$ cat src/rtl/cfu_pkg.sv
package cfu_pkg;
    typedef enum logic [1:0] {
        OP_CMP = 2'd0,
        OP_INC = 2'd1,
        OP_DEC = 2'd2,
        OP_RSV = 2'd3
    } cfu_op_e;

    typedef struct packed {
        logic h;
        logic s;
        logic v;
        logic n;
        logic z;
        logic c;
    } cfu_flags_t;
endpackage

$ cat src/rtl/cfu_sub.sv
module cfu_sub #(
    parameter int W = 8
) (
    input  logic [W-1:0] a,
    input  logic [W-1:0] b,
    output logic [W-1:0] diff,
    output logic         borrow,
    output logic         half_borrow,
    output logic         ovf
);
    localparam int NIB = W / 2;

    logic [W:0]   full;
    logic [NIB:0] low;

    always_comb begin
        full        = {1'b0, a} - {1'b0, b};
        low         = {1'b0, a[NIB-1:0]} - {1'b0, b[NIB-1:0]};
        diff        = full[W-1:0];
        borrow      = full[W];
        half_borrow = low[NIB];
        ovf         = (a[W-1] ^ b[W-1]) & (diff[W-1] ^ a[W-1]);
    end
endmodule

$ cat src/rtl/cfu_step.sv
module cfu_step #(
    parameter int W = 8
) (
    input  logic [W-1:0] a,
    input  logic         down,
    output logic [W-1:0] res,
    output logic         ovf
);
    localparam logic [W-1:0] MAX_POS = {1'b0, {(W-1){1'b1}}};
    localparam logic [W-1:0] MIN_NEG = {1'b1, {(W-1){1'b0}}};

    always_comb begin
        if (down) begin
            res = a - 1'b1;
            ovf = (a == MIN_NEG);
        end else begin
            res = a + 1'b1;
            ovf = (a == MAX_POS);
        end
    end
endmodule

$ cat src/rtl/cfu_flag_unit.sv
module cfu_flag_unit
    import cfu_pkg::*;
#(
    parameter int W = 8
) (
    input  logic         clk,
    input  logic         rst_n,
    input  logic         op_vld,
    input  logic [1:0]   op_sel,
    input  logic [W-1:0] opd,
    input  logic [W-1:0] opr,
    output logic [W-1:0] result,
    output logic         res_we,
    output logic [5:0]   flags
);
    typedef struct packed {
        logic [W-1:0] res;
        logic         we;
        cfu_flags_t   fl;
    } cfu_next_t;

    cfu_flags_t flags_q;
    cfu_next_t  nxt_d;

    logic [W-1:0] sub_diff;
    logic         sub_c, sub_h, sub_v;
    logic [W-1:0] step_res;
    logic         step_v;

    cfu_sub #(.W(W)) sub_i (
        .a(opd), .b(opr), .diff(sub_diff),
        .borrow(sub_c), .half_borrow(sub_h), .ovf(sub_v)
    );

    cfu_step #(.W(W)) step_i (
        .a(opd), .down(op_sel == OP_DEC), .res(step_res), .ovf(step_v)
    );

    always_comb begin
        nxt_d.res = '0;
        nxt_d.we  = 1'b0;
        nxt_d.fl  = flags_q;
        if (op_vld) begin
            unique case (cfu_op_e'(op_sel))
                OP_CMP: begin
                    nxt_d.res  = sub_diff;
                    nxt_d.fl.c = sub_c;
                    nxt_d.fl.h = sub_h;
                    nxt_d.fl.v = sub_v;
                    nxt_d.fl.z = (sub_diff == '0);
                    nxt_d.fl.n = sub_diff[W-1];
                    nxt_d.fl.s = sub_diff[W-1] ^ sub_v;
                end
                OP_INC, OP_DEC: begin
                    nxt_d.res  = step_res;
                    nxt_d.we   = 1'b1;
                    nxt_d.fl.v = step_v;
                    nxt_d.fl.z = (step_res == '0);
                    nxt_d.fl.n = step_res[W-1];
                    nxt_d.fl.s = step_res[W-1] ^ step_v;
                end
                default: begin
                    nxt_d.res = '0;
                end
            endcase
        end
    end

    always_ff @(posedge clk) begin
        if (!rst_n) flags_q <= '0;
        else        flags_q <= nxt_d.fl;
    end

    assign result = nxt_d.res;
    assign res_we = nxt_d.we;
    assign flags  = flags_q;

    // carry and half-carry survive increment and decrement
    p_keep_ch_r4: assert property (@(posedge clk) disable iff (!rst_n)
        (op_vld && (op_sel == OP_INC || op_sel == OP_DEC))
        |=> (flags_q.c == $past(flags_q.c)) && (flags_q.h == $past(flags_q.h)));

    // idle or no-effect code holds every flag
    p_idle_hold_r6: assert property (@(posedge clk) disable iff (!rst_n)
        (!op_vld || op_sel == OP_RSV) |=> $stable(flags_q));

    // registered Z follows the result of the accepted operation
    p_z_match_r3: assert property (@(posedge clk) disable iff (!rst_n)
        (op_vld && op_sel != OP_RSV) |=> (flags_q.z == ($past(result) == '0)));

    // sign flag consistent with N and V
    p_sign_r5: assert property (@(posedge clk) disable iff (!rst_n)
        flags_q.s == (flags_q.n ^ flags_q.v));

    // compare never writes back
    p_cmp_nowrite_r2: assert property (@(posedge clk) disable iff (!rst_n)
        (op_vld && op_sel == OP_CMP) |-> !res_we);

    // increment of all-ones wraps to zero
    p_inc_wrap_r7: assert property (@(posedge clk) disable iff (!rst_n)
        (op_vld && op_sel == OP_INC && opd == '1) |-> (result == '0));
endmodule

$ cat config.mk
export PLATFORM = sky130hd
export DESIGN_NAME = cfu_flag_unit
export DESIGN_NICKNAME = d
export VERILOG_FILES = /design/src/rtl/cfu_pkg.sv /design/src/rtl/cfu_sub.sv /design/src/rtl/cfu_step.sv /design/src/rtl/cfu_flag_unit.sv
export SDC_FILE = /design/constraint.sdc
export NUM_CORES = 1
export LEC_CHECK = 0
export ABC_CLOCK_PERIOD_IN_PS = 4300
export BUFFER_PORTS_ARGS = -buffer_cell sky130_fd_sc_hd__buf_2
export CORE_UTILIZATION = 40
export CTS_CLUSTER_DIAMETER = 40
export DETAILED_ROUTE_END_ITERATION = 10
export PLACE_DENSITY_LB_ADDON = 0.3
export SLEW_MARGIN = 20
export SYNTH_ARGS = -nofsm -noshare
export SYNTH_HDL_FRONTEND = slang
export SYNTH_HIERARCHICAL = 1
export SYNTH_SLANG_ARGS = --single-unit
$ cat constraint.sdc
create_clock -name clk -period 4.3 [get_ports clk]
set_input_delay 0.43 -clock clk [delete_from_list [all_inputs] [get_ports clk]]
set_output_delay 0.43 -clock clk [all_outputs]
set_load 0.005 [all_outputs]
; ---- After elaboration in Yosys (flattened, before gate mapping)
; Cells that the tools add are included.
[classes]
n_addsub = 4
multipliers = 0
n_div = 0
magnitude_cmp = 0
n_eq_ne = 4
shifts = 0
mux = 8
bitwise = 5
reduce_logical = 7
[op_table]
columns = op, n
row1 = zero test 8 bit, 2
row2 = one-hot mux 8 bit (2 select lines), 1
row3 = two-way mux 15 bit, 1
row4 = subtractor 8 x 8 -> 9 bit, 1
row5 = adder 8 x 1 -> 8 bit (second input constant), 1
row6 = equality test 8 x 7 -> 1 bit (second input constant), 1
row7 = equality test 8 bit (second input constant), 1
row8 = two-way mux 8 bit, 1
row9 = one-hot mux 4 bit (2 select lines), 1
row10 = subtractor 8 x 1 -> 8 bit (second input constant), 1
row11 = subtractor 4 x 4 -> 5 bit, 1
row12 = two-way mux 1 bit, 4
row13 = AND reduction 2 bit, 2
row14 = XOR 1 bit, 4
row15 = equality test 2 x 1 -> 1 bit (second input constant), 1
row16 = equality test 2 bit (second input constant), 1
row17 = zero test 2 bit, 1
row18 = nonzero test 2 bit, 1
row19 = OR reduction 2 bit, 1
row20 = AND 1 bit, 1
[totals]
regBits = 6
latch_bits = 0
mem_bits_rw = 0
romBits = 0
in_bits = 21
out_inout_bits = 15
elab_cells = 34
n_memories = 0

; ---- Logic depth before layout (Yosys ltp)
[logic_depth]
ltp_word = 6
depth_mapped = 11
depth_no_buf = 11

; ---- Cells and area by module
; Netlist, hierarchy kept.
[modules_own_cells]
columns = module, instances, cells_each, area_each_um2, seq_area_each_um2
row1 = cfu_flag_unit, 1, 62, 486.7, 120.1
row2 = cfu_sub, 1, 56, 391.6, 0.0
row3 = cfu_step, 1, 49, 344.1, 0.0

; ---- Least setup slack after synthesis
; OpenSTA, ideal clock, no wires.
[synth_path]
path_kind = input to output
start = in op_sel[0]
end = out result[6]
t_arrival_ps = 2217
required_time_ps = 3870
setup_slack_ps = 1653
path_stages = 9
n_path_buf = 0
cell_sequence = inv_1 ha_1 ha_1 nor2b_4 o31a_1 or4_1 nand3_1 a22oi_1 nor2_1
[synth_between]
elab_chain_cells = 4
elab_cells_between_ends = 7
classes_between = eq/ne (2) / mux (3) / reduce/logical (2)
[synth_rtl]
columns = element, line
row1 = "start, declared", cfu_flag_unit.sv:9  ; input logic [1:0] op_sel,
row2 = equality test 2 bit, cfu_flag_unit.sv:36  ; .a(opd), .down(op_sel == OP_DEC), .res(step_res), .ovf(step_v)
row3 = two-way mux 8 bit, cfu_step.sv:13  ; if (down) begin
row4 = net step_res[6], cfu_flag_unit.sv:27  ; logic [W-1:0] step_res;
row5 = one-hot mux 8 bit (2 select lines), cfu_flag_unit.sv:44  ; unique case (cfu_op_e'(op_sel))
row6 = two-way mux 15 bit, cfu_flag_unit.sv:43  ; if (op_vld) begin
row7 = "end, declared", cfu_flag_unit.sv:12  ; output logic [W-1:0] result,
; The timed path passes the listed nets, and every way through them passes these cells.

; ---- Worst setup path in the final report
; Same ends and word-level chain as after synthesis.

==> metrics <==
run status finished with violations; failing checks DRC; largest family of logic cells by synthesized area simple AND/OR/NAND/NOR gates; sequential cell area between 100 and 150 sq um; Worst Skew 0 ns; XOR/XNOR Fraction of Synth Area 6.448%; GPL Wtd Cong 0.8668; cell row count 19; TritonRoute pass-1 iters 7; ys async rst share 0%; Hold Crit Class reg -> reg; mean area per synthesized cell 7.320 sq um; Hold Crit Endpoint flags[5]$_SDFFE_PN0P_; P_sw 0.1229 mW; RR Endpoint flags[2]$_SDFFE_PN0P_; Max Transition Viols Final 0; post-DR wirelength/cell 12.41 um; largest net degree at the start of global routing 15; Clock Tree Buf Depth 2; R2R Path Start flags[2]$_SDFFE_PN0P_; I/O pin cnt 36; Die X-Extent 57.28 um; Post-synth EDFFs 0; Initial DRC Count 55; Distinct cells, synth 42; Clock Latency Late Sink 0.24 ns; P per Cell Area about 210 nW/um^2; #FFs+latches synth 6; number of routed nets with antenna violations 0; Worst Setup End Kind output port; Int Power 0.1743 mW; WHS Path Cells 2; Sw Ratio 41.36%; gr ovfl total 0; Core ar. 2829 sq um; Layout Area Growth over Synthesis 17.61%; Hold Fails Final Rpt 0; minimum clock period 3.031 ns; max reg flops 6; Post-Synth Adder-Cell Area approximately a fifth; Crit-path slowest cell or4_1; critical path class in -> out; Slew HR 69.21%; via count 1285; Tot GR Track Use between 10% and 20%; Placed Cells 230; clock sink total 6; commonest non-fill, non-tap cell in the layout buf_2; number of vias per cell 5.515; register area share after synthesis 9.826%; post-CTS sizing 0; DIE AREA between 3000 and 4000 sq um; worst vdd ir 0.1191 mV; power share of the combinational group 62.0%; R2R depth 2; CTS root buf clkbuf_4; crit-path max FO 10; Worst-path clk slew 0.05 ns; CTS Buf Count 3; Simple-Gate Fraction of Synth Area 26.31%; Tightest Pin Transition roughly 0.46 ns; Final HPWL DP 2438 um; Die H 57.28 um; H-tree Lvls 1; Compound-Gate Fraction of Synth Area between 20% and 30%; Post-CTS Setup Bufs 0; yosys warns 6; crit-path cells buf_2, inv_1, ha_1, ha_1, nor2b_4, o31a_1, or4_1, nand3_1, a22oi_1, nor2_1, buf_2; critical path launch point type primary input; Achievable Freq approximately 330 MHz; crit share post-route 70.48%; starting density of the core 43.21%; Max-Cap Viols 0; most frequent cells in the layout 35 x buf_2, 22 x inv_1, 17 x nor2_1, 17 x ha_1, 10 x a21oi_1; Pleak 0.7356 nW; syn_nets 207; clock share of power 17.3%; non-filler cells, final 233; Layout Nets 244; number of global-route vias before repair 1113; WL final 2891 um; initial antenna violation count 0; unrepaired setup endpoints after global routing no; share of cells above drive strength 1 around 22%; area taken by multi-input logic gates 998.5 sq um; number of antenna diodes 0; first-pass GRT wire length approximately 4800 um; Hold-fix buffers, CTS 0; # fillers 289; Synth Flop Type dfxtp_1; arrival time of the worst setup path 2.60 ns; CTS tree built; part of the power in registers 20.7%; Reg2Reg Setup Slack roughly 3.7 ns; Port Buffers 35; min-delay src flags[5]$_SDFFE_PN0P_; Syn Inst Count between 150 and 200; Final setup viols 0; mapped cell area between 1000 and 1500 sq um; Crit path required time 3.87 ns; post-synthesis mux area share 3.378%; DRC viols 3; CP max stage delay 0.40 ns; setup_tns 0 ns
[cells in the mapped netlist, types with 4 or more instances]
| cell | number | area, sq um |
|---|---|---|
| inv_1 | 22 | 82.58 |
| ha_1 | 17 | 212.7 |
| nor2_1 | 17 | 63.81 |
| a21oi_1 | 10 | 50.05 |
| a22oi_1 | 8 | 60.06 |
| nand2_1 | 7 | 26.28 |
| nand3_1 | 7 | 35.03 |
| nor3_1 | 7 | 35.03 |
| xnor2_1 | 7 | 61.31 |
| dfxtp_1 | 6 | 120.1 |
| o21ai_0 | 6 | 30.03 |
| nor2b_1 | 4 | 25.02 |
| o21a_1 | 4 | 30.03 |
[cells by family (layout without fill, tap and decap cells)]
logic type | count (synthesis) | after routing
compound gates | 44 | 44
xor+xnor | 9 | 9
fa+ha+maj | 19 | 19
buf+inv | 25 | 60
flops | 6 | 6
mux | 4 | 4
simple gates | 60 | 60
[metrics by stage]
step / hold slack (ns) / util, % / worst slack [ns] / total power [mW] / cell area [sq um]
finish: 0.4627 / 50.82 / 1.270 / 0.2972 / 1438
global route: 0.4807 / 50.82 / 1.058 / 0.3235 / 1438
CTS: 0.4645 / 50.82 / 1.275 / 0.2988 / 1438
detailed placement: 0.4534 / 50.02 / 1.287 / 0.2449 / 1415
global placement: 0.4494 / 50.02 / 1.290 / 0.2446 / 1415
floorplan: 0.4576 / - / 1.653 / 0.1979 / 1222
[layout make-up]
| type | instances | area share (%) |
|---|---|---|
| tap | 31 | 2.698 |
| multi-input combinational | 136 | 69.45 |
| clock buffer | 3 | 1.567 |
| sequential | 6 | 8.355 |
| timing repair buffer | 35 | 12.18 |
| inverter | 22 | 5.744 |
[metal layers]
| metal | vias up | global-route usage, % | share of wire [%] | routed length [um] |
|---|---|---|---|---|
| li1 | 680 | - | - | - |
| met1 | 573 | 25.48 | 51 | 1460 |
| met2 | 32 | 29.41 | 44 | 1263 |
| met3 | 0 | 5.442 | 5.7 | 166 |
| met4 | 0 | 1.394 | 0 | 0 |
| met5 | - | 0 | 0 | 0 |
[worst max-delay path by stage]
stage | slack, ns | depth (start not counted) | to | from
after floorplan | 1.65 | 9 | result[6] | op_sel[0]
final | 1.27 | 11 | result[6] | op_sel[0]
after global placement | 1.29 | 11 | result[6] | op_sel[0]
after detailed placement | 1.29 | 11 | result[6] | op_sel[0]
after global routing | 1.06 | 11 | result[7] | op_sel[0]
after CTS | 1.27 | 11 | result[6] | op_sel[0]
[worst max-delay path, delay by kind of cell]
family / cells / cell delay (ns)
compound gates: 2 / 0.35
fa+ha+maj: 2 / 0.75
buf+inv: 3 / 0.30
simple gates: 4 / 0.78
[power groups by stage]
stage / registers [mW] / clock network (mW) / logic (mW)
floorplan: 0.0628 / 0 / 0.135
global placement: 0.0623 / 0 / 0.182
detailed placement: 0.0624 / 0 / 0.183
CTS: 0.0615 / 0.0541 / 0.183
global route: 0.0619 / 0.0574 / 0.204
finish: 0.0615 / 0.0513 / 0.184
Note: power is estimated with default switching activity, not from simulation.
